==> src/rtl/rasPkg.sv <==
package rasPkg;

  localparam logic [6:0] OP_JAL  = 7'b1101111;
  localparam logic [6:0] OP_JALR = 7'b1100111;
  localparam logic [2:0] F3_JALR = 3'b000;

  // Stack strobes issued by control to the datapath
  typedef struct packed {
    logic push;
    logic pop;
  } rasStrobe_t;

  function automatic logic isLinkReg(input logic [4:0] r);
    return (r == 5'd1) || (r == 5'd5);
  endfunction

endpackage

==> src/rtl/rasControl.sv <==
module rasControl
  import rasPkg::*;
(
  input  logic             clk,
  input  logic             rstN,
  input  logic             instValid,
  input  logic [31:0]      instWord,
  output rasStrobe_t       strobe
);

  logic [6:0] opcode;
  logic [4:0] rdIdx;
  logic [4:0] rs1Idx;
  logic [2:0] funct3;
  logic       isJal;
  logic       isJalr;
  logic       rdLink;
  logic       rsLink;

  assign opcode = instWord[6:0];
  assign rdIdx  = instWord[11:7];
  assign funct3 = instWord[14:12];
  assign rs1Idx = instWord[19:15];

  assign isJal  = instValid && (opcode == OP_JAL);
  assign isJalr = instValid && (opcode == OP_JALR) && (funct3 == F3_JALR);
  assign rdLink = isLinkReg(rdIdx);
  assign rsLink = isLinkReg(rs1Idx);

  always_comb begin
    strobe = '0;
    if (isJal) begin
      strobe.push = rdLink;
    end else if (isJalr) begin
      unique case ({rdLink, rsLink})
        2'b00: strobe = '0;
        2'b01: strobe.pop = 1'b1;
        2'b10: strobe.push = 1'b1;
        default: begin
          strobe.push = 1'b1;
          strobe.pop  = (rdIdx != rs1Idx);
        end
      endcase
    end
  end

  // A JAL may push but never pops
  assert_jal_never_pops_R7: assert property (@(posedge clk) disable iff (!rstN)
    (instValid && instWord[6:0] == OP_JAL) |-> !strobe.pop);

  // Non-jump words and idle slots never touch the stack
  assert_other_idle_R9: assert property (@(posedge clk) disable iff (!rstN)
    (!instValid || (instWord[6:0] != OP_JAL && instWord[6:0] != OP_JALR))
      |-> (!strobe.push && !strobe.pop));

  // Same link register on both sides never pops
  assert_same_link_push_R6: assert property (@(posedge clk) disable iff (!rstN)
    (instValid && instWord[6:0] == OP_JALR && instWord[14:12] == F3_JALR &&
     instWord[11:7] == instWord[19:15] && isLinkReg(instWord[11:7]))
      |-> (strobe.push && !strobe.pop));

endmodule

==> src/rtl/rasDatapath.sv <==
module rasDatapath
  import rasPkg::*;
#(
  parameter int XLEN  = 32,
  parameter int DEPTH = 8
) (
  input  logic             clk,
  input  logic             rstN,
  input  logic             flush,
  input  rasStrobe_t       strobe,
  input  logic [31:0]      instWord,
  input  logic [XLEN-1:0]  instPc,
  output logic             predValid,
  output logic [XLEN-1:0]  predTarget,
  output logic [XLEN-1:0]  jalOffset
);

  localparam int PW = (DEPTH > 1) ? $clog2(DEPTH) : 1;
  localparam int CW = $clog2(DEPTH + 1);
  localparam logic [PW-1:0] LAST_IDX = PW'(DEPTH - 1);
  localparam logic [CW-1:0] FULL_CNT = CW'(DEPTH);

  logic [XLEN-1:0] entryQ [DEPTH];
  logic [PW-1:0]   topQ, topD;
  logic [CW-1:0]   countQ, countD;
  logic [PW-1:0]   nextPtr, prevPtr, wrIdx;
  logic            wrEn;
  logic            hasData;
  logic [XLEN-1:0] retAddr;

  assign hasData = (countQ != '0);
  assign retAddr = instPc + XLEN'(4);
  assign nextPtr = (topQ == LAST_IDX) ? '0 : topQ + PW'(1);
  assign prevPtr = (topQ == '0) ? LAST_IDX : topQ - PW'(1);

  // Next-state for pointer, depth and write port
  always_comb begin
    wrEn   = 1'b0;
    wrIdx  = topQ;
    topD   = topQ;
    countD = countQ;
    if (flush) begin
      countD = '0;
    end else if (strobe.push && strobe.pop && hasData) begin
      wrEn  = 1'b1;
      wrIdx = topQ;
    end else if (strobe.push) begin
      wrEn   = 1'b1;
      wrIdx  = nextPtr;
      topD   = nextPtr;
      countD = (countQ == FULL_CNT) ? countQ : countQ + CW'(1);
    end else if (strobe.pop && hasData) begin
      topD   = prevPtr;
      countD = countQ - CW'(1);
    end
  end

  always_ff @(posedge clk) begin
    if (!rstN) begin
      topQ   <= '0;
      countQ <= '0;
    end else begin
      topQ   <= topD;
      countQ <= countD;
    end
  end

  generate
    for (genvar gi = 0; gi < DEPTH; gi++) begin : g_entry
      always_ff @(posedge clk) begin
        if (!rstN) begin
          entryQ[gi] <= '0;
        end else if (wrEn && !flush && wrIdx == PW'(gi)) begin
          entryQ[gi] <= retAddr;
        end
      end
    end
  endgenerate

  assign predValid  = strobe.pop && hasData;
  assign predTarget = predValid ? entryQ[topQ] : '0;

  // JAL immediate, sign-extended from bit 20
  assign jalOffset = {{(XLEN-20){instWord[31]}}, instWord[19:12], instWord[20],
                      instWord[30:21], 1'b0};

  assert_depth_bound_R10: assert property (@(posedge clk) disable iff (!rstN)
    countQ <= FULL_CNT);

  assert_flush_empties_R12: assert property (@(posedge clk) disable iff (!rstN)
    flush |=> (countQ == '0));

  assert_pop_shrinks_R3: assert property (@(posedge clk) disable iff (!rstN)
    (strobe.pop && !strobe.push && !flush && countQ != '0)
      |=> (countQ == $past(countQ) - CW'(1)));

  assert_push_grows_R4: assert property (@(posedge clk) disable iff (!rstN)
    (strobe.push && !strobe.pop && !flush && countQ < FULL_CNT)
      |=> (countQ == $past(countQ) + CW'(1)));

  assert_swap_depth_R5: assert property (@(posedge clk) disable iff (!rstN)
    (strobe.push && strobe.pop && !flush && countQ != '0)
      |=> (countQ == $past(countQ)));

  assert_empty_no_pred_R11: assert property (@(posedge clk) disable iff (!rstN)
    (countQ == '0) |-> (!predValid && predTarget == '0));

endmodule

==> src/rtl/rasPredictor.sv <==
module rasPredictor
  import rasPkg::*;
#(
  parameter int XLEN  = 32,
  parameter int DEPTH = 8
) (
  input  logic            clk,
  input  logic            rstN,
  input  logic            flush,
  input  logic            instValid,
  input  logic [31:0]     instWord,
  input  logic [XLEN-1:0] instPc,
  output logic            predValid,
  output logic [XLEN-1:0] predTarget,
  output logic [XLEN-1:0] jalOffset
);

  rasStrobe_t strobe;

  rasControl i_control (
    .clk       (clk),
    .rstN      (rstN),
    .instValid (instValid),
    .instWord  (instWord),
    .strobe    (strobe)
  );

  rasDatapath #(
    .XLEN  (XLEN),
    .DEPTH (DEPTH)
  ) i_datapath (
    .clk        (clk),
    .rstN       (rstN),
    .flush      (flush),
    .strobe     (strobe),
    .instWord   (instWord),
    .instPc     (instPc),
    .predValid  (predValid),
    .predTarget (predTarget),
    .jalOffset  (jalOffset)
  );

endmodule

==> config.mk <==
export PLATFORM = sky130hd
export DESIGN_NAME = rasPredictor
export DESIGN_NICKNAME = d
export VERILOG_FILES = /design/src/rtl/rasPkg.sv /design/src/rtl/rasControl.sv /design/src/rtl/rasDatapath.sv /design/src/rtl/rasPredictor.sv
export SDC_FILE = /design/constraint.sdc
export NUM_CORES = 1
export LEC_CHECK = 0
export ABC_AREA = 1
export BUFFER_PORTS_ARGS = -buffer_cell sky130_fd_sc_hd__buf_2
export CORE_UTILIZATION = 59
export DETAILED_ROUTE_END_ITERATION = 7
export MAX_ROUTING_LAYER = met4
export PLACE_DENSITY = 0.92
export SLEW_MARGIN = 20
export SYNTH_ARGS = -nofsm -noshare
export SYNTH_HDL_FRONTEND = slang
export SYNTH_SLANG_ARGS = --single-unit
==> constraint.sdc <==
create_clock -name clk -period 3.6 [get_ports clk]
set_input_delay 0.54 -clock clk [delete_from_list [all_inputs] [get_ports clk]]
set_output_delay 0.54 -clock clk [all_outputs]
set_load 0.005 [all_outputs]
### Yosys cells after proc, flatten, opt, wreduce, memory -nomap -nowiden

Memory sizes are Yosys's and may differ from the RTL's. A register that Yosys moved wholly into a read port is not among the register bits.
Index checks and enable logic that the tools add are counted.

* muxes and demuxes: 54
* $add $sub $neg: 5
* reductions and logical operators: 29
* eq/ne operators: 19
* bitwise logic cells: 11

Operators with widths (number)
* two-way mux 32 bit: 9
* adder 32 x 3 -> 32 bit (second input constant): 1
* two-way mux 1 bit: 31
* two-way mux 3 bit: 9
* == test 3 bit (second input constant): 5
* logical AND 1 bit: 15
* == test 7 bit (second input constant): 2
* two-way mux 4 bit: 3
* == test 5 x 1 -> 1 bit (second input constant): 2
* == test 5 x 3 -> 1 bit (second input constant): 2
* logical NOT 3 bit: 3
* OR 1 bit: 8
* == test 3 x 2 -> 1 bit (second input constant): 2
* AND reduction 3 bit: 2
* OR reduction 2 bit: 3
* != test 5 bit: 1
* adder 4 x 1 -> 4 bit (second input constant): 1
* == test 4 bit (second input constant): 1
* nonzero test 4 bit: 1
* subtractor 4 x 1 -> 4 bit (second input constant): 1
* adder 3 x 1 -> 3 bit (second input constant): 1
* == test 3 x 1 -> 1 bit (second input constant): 1
* NOT 1 bit: 3
* subtractor 3 x 1 -> 3 bit (second input constant): 1
* 9 further kinds: 10

* input bits: 68
* flip-flop bits (word level): 7
* output and inout port bits: 65
* memories: 1
* RAM bits: 256
* logic and storage cells: 121

Memories
* i_datapath.entryQ: depth 8, width 32, read ports 1, clocked after Yosys merged registers in 1, write ports 8, line rasDatapath.sv:23 `logic [XLEN-1:0] entryQ [DEPTH];`

### Depth between registers and ports, before layout

* depth after elaboration: 17
* depth in mapped cells: 16
* mapped depth without buffers: 16

### Hierarchy

Synthesis repeated with hierarchy kept, for this count alone.

* cells, all modules: 1389
* area, all modules: 13376.6 µm²

By module, submodules not included
* rasDatapath: seq. area each 7887.6 µm², times used 1, area each 13223.9 µm², cells an instance 1353
* rasControl: seq. area each 0.0 µm², times used 1, area each 152.6 µm², cells an instance 36

### Worst setup path before layout

Ideal clock, no wire load.

* path kind: input-to-reg
* start: input port instWord[13]
* end: memory i_datapath.entryQ[6][0], enable pin
* buffers on the path: 0
* stages on the path: 13
* required time: 3.211 ns
* path slack: 0.832 ns
* arrival: 2.379 ns
* library setup time: 0.389 ns
* cell sequence: nor2_2 -> nand2_1 -> nor2_1 -> nand2_2 -> nand2_4 -> nand2_4 -> nor2_8 -> nand2_2 -> nand2_2 -> nand2_2 -> nor2_4 -> nand2_1 -> nand2_1

RTL lines
* start, declared: line rasPredictor.sv:11 `input logic [31:0] instWord,`
* end, declared: line rasDatapath.sv:23

==> metrics.csv <==
metric,value,unit
synth_nets,1458,
die-width,153,um
io_pins,133,
synth-edff-count,256,
finalMaxSlewViolations,0,
rr_worst_depth,13,
period_share,81.3,%
setup.worst_path.start_class,flop,
async_flop_share,0,%
holdWs,439,ps
die_area,23600,um^2
route.detailed.drc,0,
max_slew_margin,38.9,%
post-synth-top-count-cell,nand2_1,
syn_avg_cell_area,9.80,um^2
holdBufCountCts,0,
r2r-start,i_datapath.countQ[2],
cts_tree,done,
synth_warnings,0,
path_class,flop to output port,
synth-seq-cells,266,
area_delta_synth_final,8.34,%
grt_pass1_wl,53.8,mm
syn-cell-area,13500,um^2
port_buffers,96,
arrival,2390,ps
power_per_cell_area,435,nW/um^2
final_nets,1494,
fin_skew,5.90,ps
fin_tns_setup,0,ps
hold_class,input port to flop,
row_count,55,
r2r_end,i_datapath.entryQ[5][13],
synth_ff_type,edfxtp_1,
clkLatencyLatePin,540,ps
rsz0062_at_grt,no,
diodes,0,
core,22600,um^2
synth.area.top_cells,"edfxtp_1 (57%), nand2_1 (8.7%), nor2_1 (8.2%)",
synth.top_cell.area_share,56.8,%
synth_common_cells,"nand2_1 (312), nor2_1 (296), edfxtp_1 (256)",
vias_per_cell,6.12,
yosysSeqAreaShare,58.3,%
routed_wl,34.0,mm
cts_made_buffers,26,
ant_nets,0,
vias,10500,
yosys.area.top_type,edfxtp_1,
status,finished clean,
crit_required,3060,ps
fmax,341,MHz
start_util,60.0,%
die_y,153,um
antenna_found_initial,0,
crit_path_end,predTarget[23],
ctsResizeCount,0,
setup_violations,0,
hold_viol_final,0,
clockRootBuffer,clkbuf_16,
fillCellCount,1636,
crit_path_end_kind,output port,
clock-sinks,266,
period_needed,2930,ps
cts.clk_slew.worst_paths,60,ps
p_leak,0.00573,uW
gr-usage-all-layers,30.1,%
ys_types,34,
clockBufferDepth,3,
layout-drive-gt1-share,15.4,%
post-cts-setup-buffers,0,
grt_overflow,0,
hpwl,20.7,mm
multi_input_area,4670,um^2
reg2reg_slack,1180,ps
drt_pass1_iterations,6,
syn_inst,1382,
maxCapViolations,0,
grt_pass1_vias,10500,
grt_max_degree,129,
crit_path_max_fanout,37,
post_drt_wl_per_cell,19.7,um
ctsHtreeMaxLevel,1,
first_iter_violations,1273,
worst_pin_slew,916,ps
peakVddDrop,0.298,mV
register_area,7900,um^2
place_congestion,1.01,
[critical path: stages (launching register included)]
cell	delay, ps
dfxtp_4	630
buf_4	380
a21oi_1	100
a32o_1	250
nand2_1	70
o21ai_0	110
nor2_1	150
buf_2	140
[layer usage]
layer | GRT usage (%) | up-vias | wire length, um
met3 | 4.68 | 137 | 4070
met2 | 49.3 | 768 | 16500
met4 | 13.6 | 0 | 1440
li1 | - | 4726 | -
met1 | 36.9 | 4913 | 12000
met5 | - | - | 0
[report_power, final]
group	switching (uW)	internal, uW	leakage [uW]	total (uW)
clock network	1140	1410	0.000382	2550
logic	237	90.7	0.00263	328
registers	29.4	3480	0.00273	3510
[worst min path at each step]
stage	start	to	slack, ps	cells past startpoint
floorplan	i_datapath.countQ[2]	i_datapath.countQ[2]	460	2
CTS	flush	i_datapath.countQ[3]	430	4
global placement	i_datapath.countQ[2]	i_datapath.countQ[2]	490	2
global route	instPc[1]	i_datapath.entryQ[6][1]	450	3
finish	instPc[1]	i_datapath.entryQ[6][1]	440	3
detailed placement	i_datapath.countQ[2]	i_datapath.countQ[2]	490	2
[metrics by stage]
| step | std cells | total power, uW | instance area (um^2) | worst slack [ps] | utilization, % |
|---|---|---|---|---|---|
| final | 1723 | 6390 | 14700 | 672 | 65.0 |
| after detailed placement | 1675 | 3890 | 13900 | 778 | 61.5 |
| after global placement | 1675 | 3870 | 13900 | 873 | 61.5 |
| after global routing | 1723 | 6530 | 14700 | 578 | 65.0 |
| after floorplan | 1382 | 3770 | 13500 | 832 | - |
| after CTS | 1723 | 6380 | 14700 | 700 | 65.0 |
[state kept, by name, summed over array words and instances (netlist names), named ones only]
register	count
i_datapath.countQ	4
i_datapath.entryQ	256
i_datapath.topQ	3
[placed cells by master (no fill, tap or decap), types with 4 or more instances in the layout]
cell type / n
nand2_1: 312
nor2_1: 296
edfxtp_1: 256
buf_2: 96
a21oi_1: 72
inv_1: 62
o21ai_0: 42
a32oi_1: 32
a32o_1: 32
nor2_2: 28
clkbuf_16: 26
nand3_1: 22
buf_4: 20
xor2_1: 18
nor3_1: 16
xnor2_1: 12
nand2_2: 11
clkbuf_1: 10
nand3_4: 9
nor2_4: 7
clkinv_2: 7
ha_1: 7
dfxtp_1: 7
nand4_1: 6
buf_12: 4
[layout make-up]
cell class,instances,share of cell area (%)
sequential,266,53.8
multi-input combinational,938,31.8
timing repair buffer,120,4.85
clock buffer,36,4.69
tap,285,2.43
inverter,66,1.70
clock inverter,12,0.648
[cells by family (layout without fill, tap and decap cells)]
logic type	Yosys count	count (layout)	share of synthesized area (%)
AND/OR/NAND/NOR	718	718	22.9
flip-flops	266	266	58.3
AO/OA/AOI/OAI	181	181	8.80
buffers and inverters	178	234	7.24
XOR/XNOR	30	30	1.94
adder cells (fa/ha/maj)	8	8	0.795
other	1	1	0.0277
Power figures use the tool's default switching activity.
